===== config.mk =====
export PLATFORM = sky130hd
export DESIGN_NAME = sysbus_master
export DESIGN_NICKNAME = d
export VERILOG_FILES = /design/src/rtl/sysbus_pkg.sv /design/src/rtl/sysbus_req_plan.sv /design/src/rtl/sysbus_resp_rx.sv /design/src/rtl/sysbus_ctrl.sv /design/src/rtl/sysbus_master.sv
export SDC_FILE = /design/constraint.sdc
export NUM_CORES = 1
export LEC_CHECK = 0
export BUFFER_PORTS_ARGS = -buffer_cell sky130_fd_sc_hd__buf_2
export CORE_ASPECT_RATIO = 0.75
export CORE_MARGIN = 2
export CORE_UTILIZATION = 55
export CTS_CLUSTER_DIAMETER = 200
export CTS_CLUSTER_SIZE = 28
export DETAILED_ROUTE_END_ITERATION = 16
export PLACE_DENSITY = 0.85
export SYNTH_ARGS = -nofsm -noshare
export SYNTH_HDL_FRONTEND = slang
export SYNTH_HIERARCHICAL = 1
export SYNTH_SLANG_ARGS = --single-unit

===== constraint.sdc =====
create_clock -name clk -period 4.9 [get_ports clk]
set_input_delay 0 -clock clk [delete_from_list [all_inputs] [get_ports clk]]
set_output_delay 0 -clock clk [all_outputs]
set_load 0.005 [all_outputs]

===== src/rtl/sysbus_pkg.sv =====
package sysbus_pkg;
  localparam int BUS_W  = 32;
  localparam int CMD_W  = 5;
  localparam int SIZE_W = 6;
  localparam int BEAT_W = 4;
  localparam int WORD_W = 3;
  localparam int CODE_W = CMD_W - 2;

  localparam logic CYC_ADDR = 1'b0;
  localparam logic CYC_DATA = 1'b1;
  localparam int   ID_LAST_BIT = 3;
  localparam int   ID_RESP_BIT = 2;
  localparam int   KIND_BIT    = CMD_W - 1;

  typedef enum logic [2:0] {
    ST_IDLE, ST_ADDR, ST_DATA, ST_SLAVE, ST_REGAIN
  } bus_st_e;

  function automatic logic [CODE_W-1:0] size_code(input logic [SIZE_W-1:0] n);
    if (n == '0)             return '0;
    else if (n <= SIZE_W'(4))  return CODE_W'(n - SIZE_W'(1));
    else if (n <= SIZE_W'(8))  return CODE_W'(4);
    else if (n <= SIZE_W'(16)) return CODE_W'(5);
    else                       return CODE_W'(6);
  endfunction

  function automatic logic [BEAT_W-1:0] beat_count(input logic [SIZE_W-1:0] n);
    logic [SIZE_W:0] wide;
    wide = {1'b0, n} + (SIZE_W+1)'(3);
    if (n <= SIZE_W'(4)) return BEAT_W'(1);
    else                 return BEAT_W'(wide >> 2);
  endfunction

  function automatic logic needs_split(input logic wr, input logic [SIZE_W-1:0] n);
    return wr && (n >= SIZE_W'(5)) && (n <= SIZE_W'(7));
  endfunction
endpackage


===== src/rtl/sysbus_req_plan.sv =====
module sysbus_req_plan
  import sysbus_pkg::*;
(
  input  logic              req_write,
  input  logic [SIZE_W-1:0] req_bytes,
  output logic              split,
  output logic [SIZE_W-1:0] first_bytes,
  output logic [SIZE_W-1:0] rest_bytes
);
  always_comb begin
    split       = needs_split(req_write, req_bytes);
    first_bytes = split ? SIZE_W'(4) : req_bytes;
    rest_bytes  = req_bytes - SIZE_W'(4);
  end
endmodule


===== src/rtl/sysbus_resp_rx.sv =====
module sysbus_resp_rx
  import sysbus_pkg::*;
(
  input  logic             clk,
  input  logic             rst_n,
  input  logic             slave_active,
  input  logic             agent_valid_n,
  input  logic [CMD_W-1:0] sys_cmd_i,
  input  logic [BUS_W-1:0] sys_ad_i,
  output logic             resp_hit,
  output logic             resp_done,
  output logic             rd_valid,
  output logic [BUS_W-1:0] rd_data,
  output logic             rd_last
);
  logic unused_id_bits;
  assign unused_id_bits = ^sys_cmd_i[1:0];

  assign resp_hit  = slave_active && !agent_valid_n &&
                     (sys_cmd_i[KIND_BIT] == CYC_DATA) && sys_cmd_i[ID_RESP_BIT];
  assign resp_done = resp_hit && sys_cmd_i[ID_LAST_BIT];

  always_ff @(posedge clk) begin
    if (!rst_n) begin
      rd_valid <= 1'b0;
      rd_data  <= '0;
      rd_last  <= 1'b0;
    end else begin
      rd_valid <= resp_hit;
      rd_last  <= resp_done;
      if (resp_hit) rd_data <= sys_ad_i;
    end
  end
endmodule


===== src/rtl/sysbus_ctrl.sv =====
module sysbus_ctrl
  import sysbus_pkg::*;
(
  input  logic              clk,
  input  logic              rst_n,
  input  logic              req_valid,
  input  logic              req_write,
  input  logic [BUS_W-1:0]  req_addr,
  input  logic              plan_split,
  input  logic [SIZE_W-1:0] plan_first,
  input  logic [SIZE_W-1:0] plan_rest,
  input  logic              agent_ok_n,
  input  logic              resp_done,
  output bus_st_e           st,
  output logic [BUS_W-1:0]  addr_q,
  output logic              cur_write,
  output logic [CODE_W-1:0] cur_code,
  output logic [WORD_W-1:0] word_q,
  output logic              last_beat,
  output logic              req_ready,
  output logic              issue_evt
);
  logic [SIZE_W-1:0] cur_bytes;
  logic [SIZE_W-1:0] rest_q;
  logic              split_q;
  logic [BEAT_W-1:0] beat_q;
  logic              accept;

  assign cur_code  = size_code(cur_bytes);
  assign last_beat = (st == ST_DATA) && (beat_q == beat_count(cur_bytes) - BEAT_W'(1));
  assign req_ready = (st == ST_IDLE) || (last_beat && !split_q);
  assign accept    = req_valid && req_ready;
  assign issue_evt = (st == ST_ADDR) && !agent_ok_n;

  always_ff @(posedge clk) begin
    if (!rst_n) begin
      st        <= ST_IDLE;
      addr_q    <= '0;
      cur_write <= 1'b0;
      cur_bytes <= '0;
      rest_q    <= '0;
      split_q   <= 1'b0;
      beat_q    <= '0;
      word_q    <= '0;
    end else if (accept) begin
      st        <= ST_ADDR;
      addr_q    <= req_addr;
      cur_write <= req_write;
      cur_bytes <= plan_first;
      rest_q    <= plan_rest;
      split_q   <= plan_split;
      beat_q    <= '0;
      word_q    <= '0;
    end else begin
      case (st)
        ST_ADDR: if (issue_evt) begin
          st     <= cur_write ? ST_DATA : ST_SLAVE;
          beat_q <= '0;
        end
        ST_DATA: begin
          word_q <= word_q + WORD_W'(1);
          beat_q <= beat_q + BEAT_W'(1);
          if (last_beat) begin
            if (split_q) begin
              st        <= ST_ADDR;
              addr_q    <= addr_q + BUS_W'(4);
              cur_bytes <= rest_q;
              split_q   <= 1'b0;
              beat_q    <= '0;
            end else begin
              st <= ST_IDLE;
            end
          end
        end
        ST_SLAVE:  if (resp_done) st <= ST_REGAIN;
        ST_REGAIN: st <= ST_IDLE;
        default:   st <= ST_IDLE;
      endcase
    end
  end
endmodule


===== src/rtl/sysbus_master.sv =====
module sysbus_master
  import sysbus_pkg::*;
(
  input  logic              clk,
  input  logic              rst_n,
  input  logic              req_valid,
  output logic              req_ready,
  input  logic              req_write,
  input  logic [BUS_W-1:0]  req_addr,
  input  logic [SIZE_W-1:0] req_bytes,
  input  logic [BUS_W-1:0]  wr_data,
  output logic              wr_take,
  output logic [WORD_W-1:0] wr_word,
  output logic              rd_valid,
  output logic [BUS_W-1:0]  rd_data,
  output logic              rd_last,
  output logic [BUS_W-1:0]  sys_ad_o,
  input  logic [BUS_W-1:0]  sys_ad_i,
  output logic              sys_ad_oe,
  output logic [CMD_W-1:0]  sys_cmd_o,
  input  logic [CMD_W-1:0]  sys_cmd_i,
  output logic              sys_cmd_oe,
  output logic              out_valid_n,
  input  logic              agent_ok_n,
  input  logic              agent_valid_n,
  output logic              master_n
);
  logic              plan_split;
  logic [SIZE_W-1:0] plan_first;
  logic [SIZE_W-1:0] plan_rest;
  bus_st_e           st;
  logic [BUS_W-1:0]  addr_q;
  logic              cur_write;
  logic [CODE_W-1:0] cur_code;
  logic              last_beat;
  logic              issue_evt;
  logic              resp_hit;
  logic              resp_done;
  logic              drive_en;

  sysbus_req_plan u_plan (
    .req_write   (req_write),
    .req_bytes   (req_bytes),
    .split       (plan_split),
    .first_bytes (plan_first),
    .rest_bytes  (plan_rest)
  );

  sysbus_ctrl u_ctrl (
    .clk        (clk),
    .rst_n      (rst_n),
    .req_valid  (req_valid),
    .req_write  (req_write),
    .req_addr   (req_addr),
    .plan_split (plan_split),
    .plan_first (plan_first),
    .plan_rest  (plan_rest),
    .agent_ok_n (agent_ok_n),
    .resp_done  (resp_done),
    .st         (st),
    .addr_q     (addr_q),
    .cur_write  (cur_write),
    .cur_code   (cur_code),
    .word_q     (wr_word),
    .last_beat  (last_beat),
    .req_ready  (req_ready),
    .issue_evt  (issue_evt)
  );

  sysbus_resp_rx u_rx (
    .clk           (clk),
    .rst_n         (rst_n),
    .slave_active  (st == ST_SLAVE),
    .agent_valid_n (agent_valid_n),
    .sys_cmd_i     (sys_cmd_i),
    .sys_ad_i      (sys_ad_i),
    .resp_hit      (resp_hit),
    .resp_done     (resp_done),
    .rd_valid      (rd_valid),
    .rd_data       (rd_data),
    .rd_last       (rd_last)
  );

  assign drive_en    = (st == ST_IDLE) || (st == ST_ADDR) || (st == ST_DATA);
  assign sys_ad_oe   = drive_en;
  assign sys_cmd_oe  = drive_en;
  assign master_n    = (st == ST_SLAVE);
  assign out_valid_n = !((st == ST_ADDR) || (st == ST_DATA));
  assign wr_take     = (st == ST_DATA);

  always_comb begin
    sys_ad_o  = '0;
    sys_cmd_o = '0;
    if (st == ST_ADDR) begin
      sys_ad_o  = addr_q;
      sys_cmd_o = {CYC_ADDR, cur_write, cur_code};
    end else if (st == ST_DATA) begin
      sys_ad_o  = wr_data;
      sys_cmd_o = {CYC_DATA, last_beat, 3'b000};
    end
  end
endmodule


# --- Yosys cells after proc, flatten, opt, wreduce, memory -nomap -nowiden ---
# Index checks and enable logic that the tools add are counted.
totals:
  register_bits: 90
  latch_bits: 0
  ramBits: 0
  rom_bits: 0
  input_bits: 113
  memories: 0
classes:
  n_addsub: 7
  mul: 0
  n_div: 0
  magnitude_cmp: 5
  n_eq_ne: 10
  shift: 0
  n_mux: 32
  bitwise_logic: 1
  n_reduce_logical: 30
op_table:
  columns: ["operator", "count"]
  rows:
  - ["32-bit two-way mux", 6]
  - ["32-bit by 3-bit adder with 32-bit output, second input constant", 1]
  - ["6-bit two-way mux", 5]
  - ["3-bit two-way mux", 6]
  - ["4-bit two-way mux", 4]
  - ["6-bit by 3-bit <= comparator with 1-bit output, second input constant", 2]
  - ["1-bit logical AND", 10]
  - ["5-bit two-way mux", 2]
  - ["3-bit case mux with 3 select lines", 1]
  - ["3-bit AND reduction", 3]
  - ["4-bit case mux with 2 select lines", 1]
  - ["2-bit nonzero test", 4]
  - ["6-bit by 2-bit adder with 6-bit output, second input constant", 1]
  - ["3-bit by 2-bit == test with 1-bit output, second input constant", 2]
  - ["6-bit by 3-bit greater-or-equal comparator with 1-bit output, second input constant", 1]
  - ["6-bit by 4-bit <= comparator with 1-bit output, second input constant", 1]
  - ["6-bit by 5-bit <= comparator with 1-bit output, second input constant", 1]
  - ["6-bit logical NOT", 1]
  - ["1-bit two-way mux", 6]
  - ["6-bit by 3-bit subtractor with 6-bit output, second input constant", 1]
  - ["4-bit by 1-bit adder with 4-bit output, second input constant", 1]
  - ["4-bit == test", 1]
  - ["1-bit logical NOT", 4]
  - ["1-bit logical OR", 4]
  - ["14 further kinds", 16]

# --- Logic depth before layout (Yosys ltp) ---
depth:
  depth_word: 10
  depth_mapped: 15

# --- Hierarchy ---
# Netlist, hierarchy kept.
by_module_without_submodules:
  columns: ["mod", "instances", "cells_each", "area_per_inst_um2", "seq_area_each_um2"]
  rows:
  - ["sysbus_ctrl", 1, 412, 3347.0, 1121.1]
  - ["sysbus_resp_rx", 1, 145, 1375.1, 680.7]
  - ["sysbus_master", 1, 127, 1012.2, 0.0]
  - ["sysbus_req_plan", 1, 22, 156.4, 0.0]

# --- Least setup slack after synthesis ---
# OpenSTA, ideal clock, no wires.
synth_timing:
  path_type: "reg-to-reg"
  from: "register u_ctrl.cur_bytes[0]"
  to: "register u_ctrl.addr_q[22]"
  setup_ns: 0.120
  arrival_ns: 2.862
  required_ns: 4.780
  slack_ns: 1.919
  stages_incl_launch_ff: 15
  cell_sequence: "dfxtp_1 inv_1 ha_1 xnor2_1 o22a_1 inv_1 ha_1 xor2_1 xnor2_1 xnor2_1 nand3_1 o31a_1 buf_4 o221a_1 o31a_1"
synth_via:
  elab_chain_cells: 10
  word_cells_on_any_way: 14
  cone_classes: "add/sub: 2; order compare: 1; eq/ne: 1; mux: 2; reduce/logical: 8"
synth_lines:
  columns: ["item", "line_no", "text"]
  rows:
  - ["start: declaration", "sysbus_ctrl.sv:23", "logic [SIZE_W-1:0] cur_bytes;"]
  - ["start signal: assignment", "sysbus_ctrl.sv:49", "cur_bytes <= plan_first;"]
  - ["start signal: assignment", "sysbus_ctrl.sv:67", "cur_bytes <= rest_q;"]
  - ["6-bit by 2-bit adder with 6-bit output / 6-bit by 3-bit <= comparator with 1-bit output (equally long branches)", "sysbus_pkg.sv:29, sysbus_pkg.sv:30", null]
  - ["4-bit two-way mux *", "sysbus_pkg.sv:30", "if (n <= SIZE_W'(4)) return BEAT_W'(1);"]
  - ["4-bit by 1-bit subtractor with 4-bit output *", "sysbus_ctrl.sv:30", "assign last_beat = (st == ST_DATA) && (beat_q == beat_count(cur_bytes) - BEAT_W'(1));"]
  - ["4-bit == test *", "sysbus_ctrl.sv:30", null]
  - ["1-bit logical AND *", "sysbus_ctrl.sv:30", null]
  - ["1-bit logical AND", "sysbus_ctrl.sv:31", "assign req_ready = (st == ST_IDLE) || (last_beat && !split_q);"]
  - ["1-bit logical OR", "sysbus_ctrl.sv:31", null]
  - ["1-bit logical AND", "sysbus_ctrl.sv:32", "assign accept = req_valid && req_ready;"]
  - ["2-bit nonzero test (no source line)", null, null]
  - ["3-bit AND reduction (no source line)", null, null]
  - ["end signal: assignment", "sysbus_ctrl.sv:47", "addr_q <= req_addr;"]
  - ["end signal: assignment", "sysbus_ctrl.sv:66", "addr_q <= addr_q + BUS_W'(4);"]
  - ["end: declaration", "sysbus_ctrl.sv:15", "output logic [BUS_W-1:0] addr_q,"]
# Mark *: on every way between the ends. The rest lies on a longest branch, timed or not.
# A chain may end at the register's enable or synchronous reset.

# --- Worst setup path in the final report ---
layout_timing:
  from: "register u_ctrl.cur_bytes[0]"
  to: "register u_ctrl.addr_q[16]"
# Same word-level chain as after synthesis.

==> out/summary.json <==
{
  "die_w_microns": 124,
  "mostFrequentLayoutCell": "buf_2",
  "y_dimension_of_the_die_microns": 93.6,
  "seq_power_share_pct": 40.2,
  "report.power.total_w": 0.00206,
  "postSynth.asyncResetShare_pct": 0,
  "first_pass_grt_wire_length_mm": 28.8,
  "share_comb_of_total_power_pct": 24.7,
  "cellLeakagePower_nw": 3.21,
  "finalWeightedCongestion": 0.864,
  "detailroute.via_count": 6265,
  "cp-end-kind": "flop",
  "yosys_register_bits": 90,
  "cap_violations": 0,
  "critical_path.endpoint": "u_ctrl/addr_q[16]$_SDFFE_PN0P_",
  "register_area_share_after_synthesis_pct": 30.6,
  "routedWlPerCell_microns": 17.5,
  "port_buffers": 190,
  "via_cell_ratio": 5.90,
  "worst-slew-pin-transition_ns": 1.13,
  "cts-root-to-sink-buffers": 2,
  "routed_wirelength_mm": 18.6,
  "grt_max_degree": 63,
  "detail-route-antenna-nets": 0,
  "maxSlewViolCount": 0,
  "flow.area_growth_from_synthesis_pct": 30.1,
  "clock-root-buffer": "clkbuf_16",
  "drt_first_pass_iters": 9,
  "cts_made_buffers": 9,
  "post-cts-setup-buffers": 0,
  "worst_ir_drop_vdd_mv": 0.231,
  "final_setup_violating_endpoints": 0,
  "clock_tree.htree_level_count": 3,
  "worst_setup_path_start_kind": "flop",
  "core.rowCount": 32,
  "post-route-min-period_ns": 4.13,
  "power.share.clock_pct": 35.1,
  "hold_path.class": "primary input to flop",
  "synth-main-ff-cell": "dfxtp_1",
  "footprint_of_the_flip_flops_and_latches_sq_um": 1800,
  "swShare_pct": 32.1,
  "ys_types": 67,
  "postSynthAreaPerCell_sq_um": 8.34,
  "io-pin-count": 193,
  "maxClockFrequency_mhz": 242,
  "setup.worst_path.class": "flop to flop",
  "grt_antenna_before_repair": 1,
  "cts_sinks": 90,
  "peak_per_stage_delay_on_the_critical_path_ns": 0.55,
  "timing.setup.tns_ns": 0,
  "grt_remaining_overflow": 0,
  "run_status": "finished, final reports clean",
  "synthesis.yosys.warnings": 6,
  "dr.first_iter.drc_count": 544,
  "worst_setup_path_startpoint": "u_ctrl/cur_bytes[0]$_SDFFE_PN0P_",
  "hold_violations": 0,
  "switching_power_w": 0.000661,
  "synth_enable_flop_cells": 0,
  "worst_clock_skew_ns": 0.00821,
  "max-slew-margin-rel_pct": 23.4,
  "power.density_nw_per_um2": 269,
  "reg2reg_to": "u_ctrl/addr_q[16]$_SDFFE_PN0P_",
  "fill_cells": 735,
  "cts_hold_buf": 64,
  "synth.cell_area_sq_um": 5890,
  "critical_path_peak_fanout": 24,
  "fin_crit_sh_pct": 84.3,
  "timing.critical_path.cells": "inv_1 > ha_1 > nand2b_1 > o22a_1 > inv_1 > ha_1 > xor2_1 > xnor2_1 > xnor2_1 > nand3_1 > o31ai_2 > buf_4 > nand2_1 > buf_4 > a21oi_1",
  "cellInternalPower_w": 0.00140,
  "syn-num-nets": 827,
  "drc": 0,
  "multi_input_area_sq_um": 3550,
  "clkSlewWorstSetupHoldPaths_ns": 0.07,
  "core_sq_um": 10400,
  "postSynthCellCount": 706,
  "floorplan.die_area_sq_um": 11600,
  "rsz_0062_raised_after_global_routing": "false",
  "grt.total_usage_pct": 31.7,
  "clk_latency_ns": 0.35,
  "finish.net_count": 1041,
  "detailed_place_hpwl_mm": 11.5,
  "post_cts_resize_count": 0,
  "first_global_vias": 5877,
  "cp.required_ns": 5.18,
  "cp_slowest_cell": "nand2_1",
  "ff2ff_setup_slack_ns": 0.77,
  "layout_common_cells": "buf_2 (190), nand2_1 (109), dfxtp_1 (89)",
  "share_of_layout_cells_above_drive_strength_1_pct": 28.8,
  "initial_core_util_pct": 56.8,
  "ff2ff_path_depth": 15,
  "critical_path.reg2reg.startpoint": "u_ctrl/cur_bytes[0]$_SDFFE_PN0P_",
  "cts_tree": "done",
  "cp.arrival_ns": 4.41
}
[flip-flops by register name, summed over array words and instances, names as in the netlist, 3 cells and up]
| signal | cells |
|---|---|
| u_ctrl/rest_q | 6 |
| u_ctrl/st | 3 |
| u_ctrl/addr_q | 32 |
| u_ctrl/cur_bytes | 6 |
| u_ctrl/word_q | 3 |
| u_ctrl/beat_q | 4 |
| u_rx/rd_data | 32 |
[synthesized netlist by cell type, drive strengths merged, types with 2 or more instances]
cell type | number | area share (%)
nor2 | 20 | 1.3
o311ai | 3 | 0.57
nand3 | 24 | 2.3
ha | 8 | 1.7
nor3b | 4 | 0.59
a211oi | 2 | 0.25
a21oi | 43 | 3.7
nand4 | 9 | 0.96
o211ai | 3 | 0.38
xnor2 | 25 | 3.8
nor2b | 3 | 0.45
and2 | 10 | 1.1
nor4 | 3 | 0.32
a31oi | 13 | 1.6
clkbuf | 24 | 1.5
and4 | 6 | 0.89
nand3b | 4 | 0.51
nor3 | 23 | 2.1
o32ai | 33 | 8.3
inv | 44 | 2.8
o221a | 2 | 0.38
and3 | 10 | 1.1
o21a | 2 | 0.25
o31a | 3 | 0.45
nand2 | 109 | 6.9
o21ai | 15 | 1.4
dfxtp | 90 | 31
buf | 37 | 4.9
nand2b | 41 | 4.4
xor2 | 13 | 2.1
o31ai | 32 | 4.2
mux2i | 33 | 5.6
[worst max-delay path, delay by kind of cell (launching register included)]
kind	cells	cell delay, ns
AND/OR/NAND/NOR	3	1.21
buffers and inverters	4	0.81
AO/OA/AOI/OAI	3	0.73
XOR/XNOR	3	0.47
adder cells (fa/ha/maj)	2	0.41
flip-flops	1	0.40
[area by class of cell]
| type | instances | area share [%] |
|---|---|---|
| clock buffer | 9 | 2.94 |
| clock inverter | 7 | 1.09 |
| antenna | 1 | 0.0326 |
| tap | 136 | 2.22 |
| sequential | 90 | 23.5 |
| inverter | 44 | 2.15 |
| multi-input combinational | 511 | 46.3 |
| timing repair buffer | 264 | 21.7 |
[cells by family after synthesis]
group / synth area share [%]
mux: 5.61
simple gates: 23.5
compound gates: 23.5
flops: 30.6
fa+ha+maj: 1.70
buf+inv: 9.26
xor+xnor: 5.90
[worst min path at each step]
stage,from,to,depth (start not counted)
2_1_floorplan,wr_data[23],sys_ad_o[23],2
3_3_place_gp,sys_ad_i[21],u_rx/rd_data[21]$_SDFFE_PN0P_,3
3_5_place_dp,sys_ad_i[1],u_rx/rd_data[1]$_SDFFE_PN0P_,3
4_1_cts,req_bytes[4],u_ctrl/rest_q[4]$_SDFFE_PN0P_,4
5_1_grt,req_bytes[5],u_ctrl/rest_q[5]$_SDFFE_PN0P_,4
6_report,req_addr[1],u_ctrl/addr_q[1]$_SDFFE_PN0P_,3
[power by group through the flow]
stage,logic (W),clock network (W),registers (W)
6_report,0.000508,0.000723,0.000827
5_1_grt,0.000552,0.000759,0.000834
4_1_cts,0.000496,0.000728,0.000825
3_5_place_dp,0.000452,0,0.000842
3_3_place_gp,0.000444,0,0.000841
2_1_floorplan,0.000334,0,0.000822
[routing by layer]
layer	vias to the layer above	GRT usage [%]	share of wire (%)	wire (microns)
met2	334	51.1	48	8910
met5	-	0	0	0
met1	2943	40.6	41	7580
li1	2937	-	-	-
met4	0	11.6	2.5	465
met3	51	8.29	8.9	1650
[per-stage QoR]
step                      cells  area [sq um]  util [%]  setup slack (ns)  hold WS (ns)
after detailed placement    981          6710      64.7             0.820         0.256
after floorplan             706          5890         -              1.92         0.114
final                      1062          7670      73.9             0.770        0.0226
after CTS                  1061          7660      73.9             0.801        0.0111
after global placement      981          6710      64.7             0.894         0.248
after global routing       1061          7660      73.9             0.479        0.0326
Power figures use the tool's default switching activity.
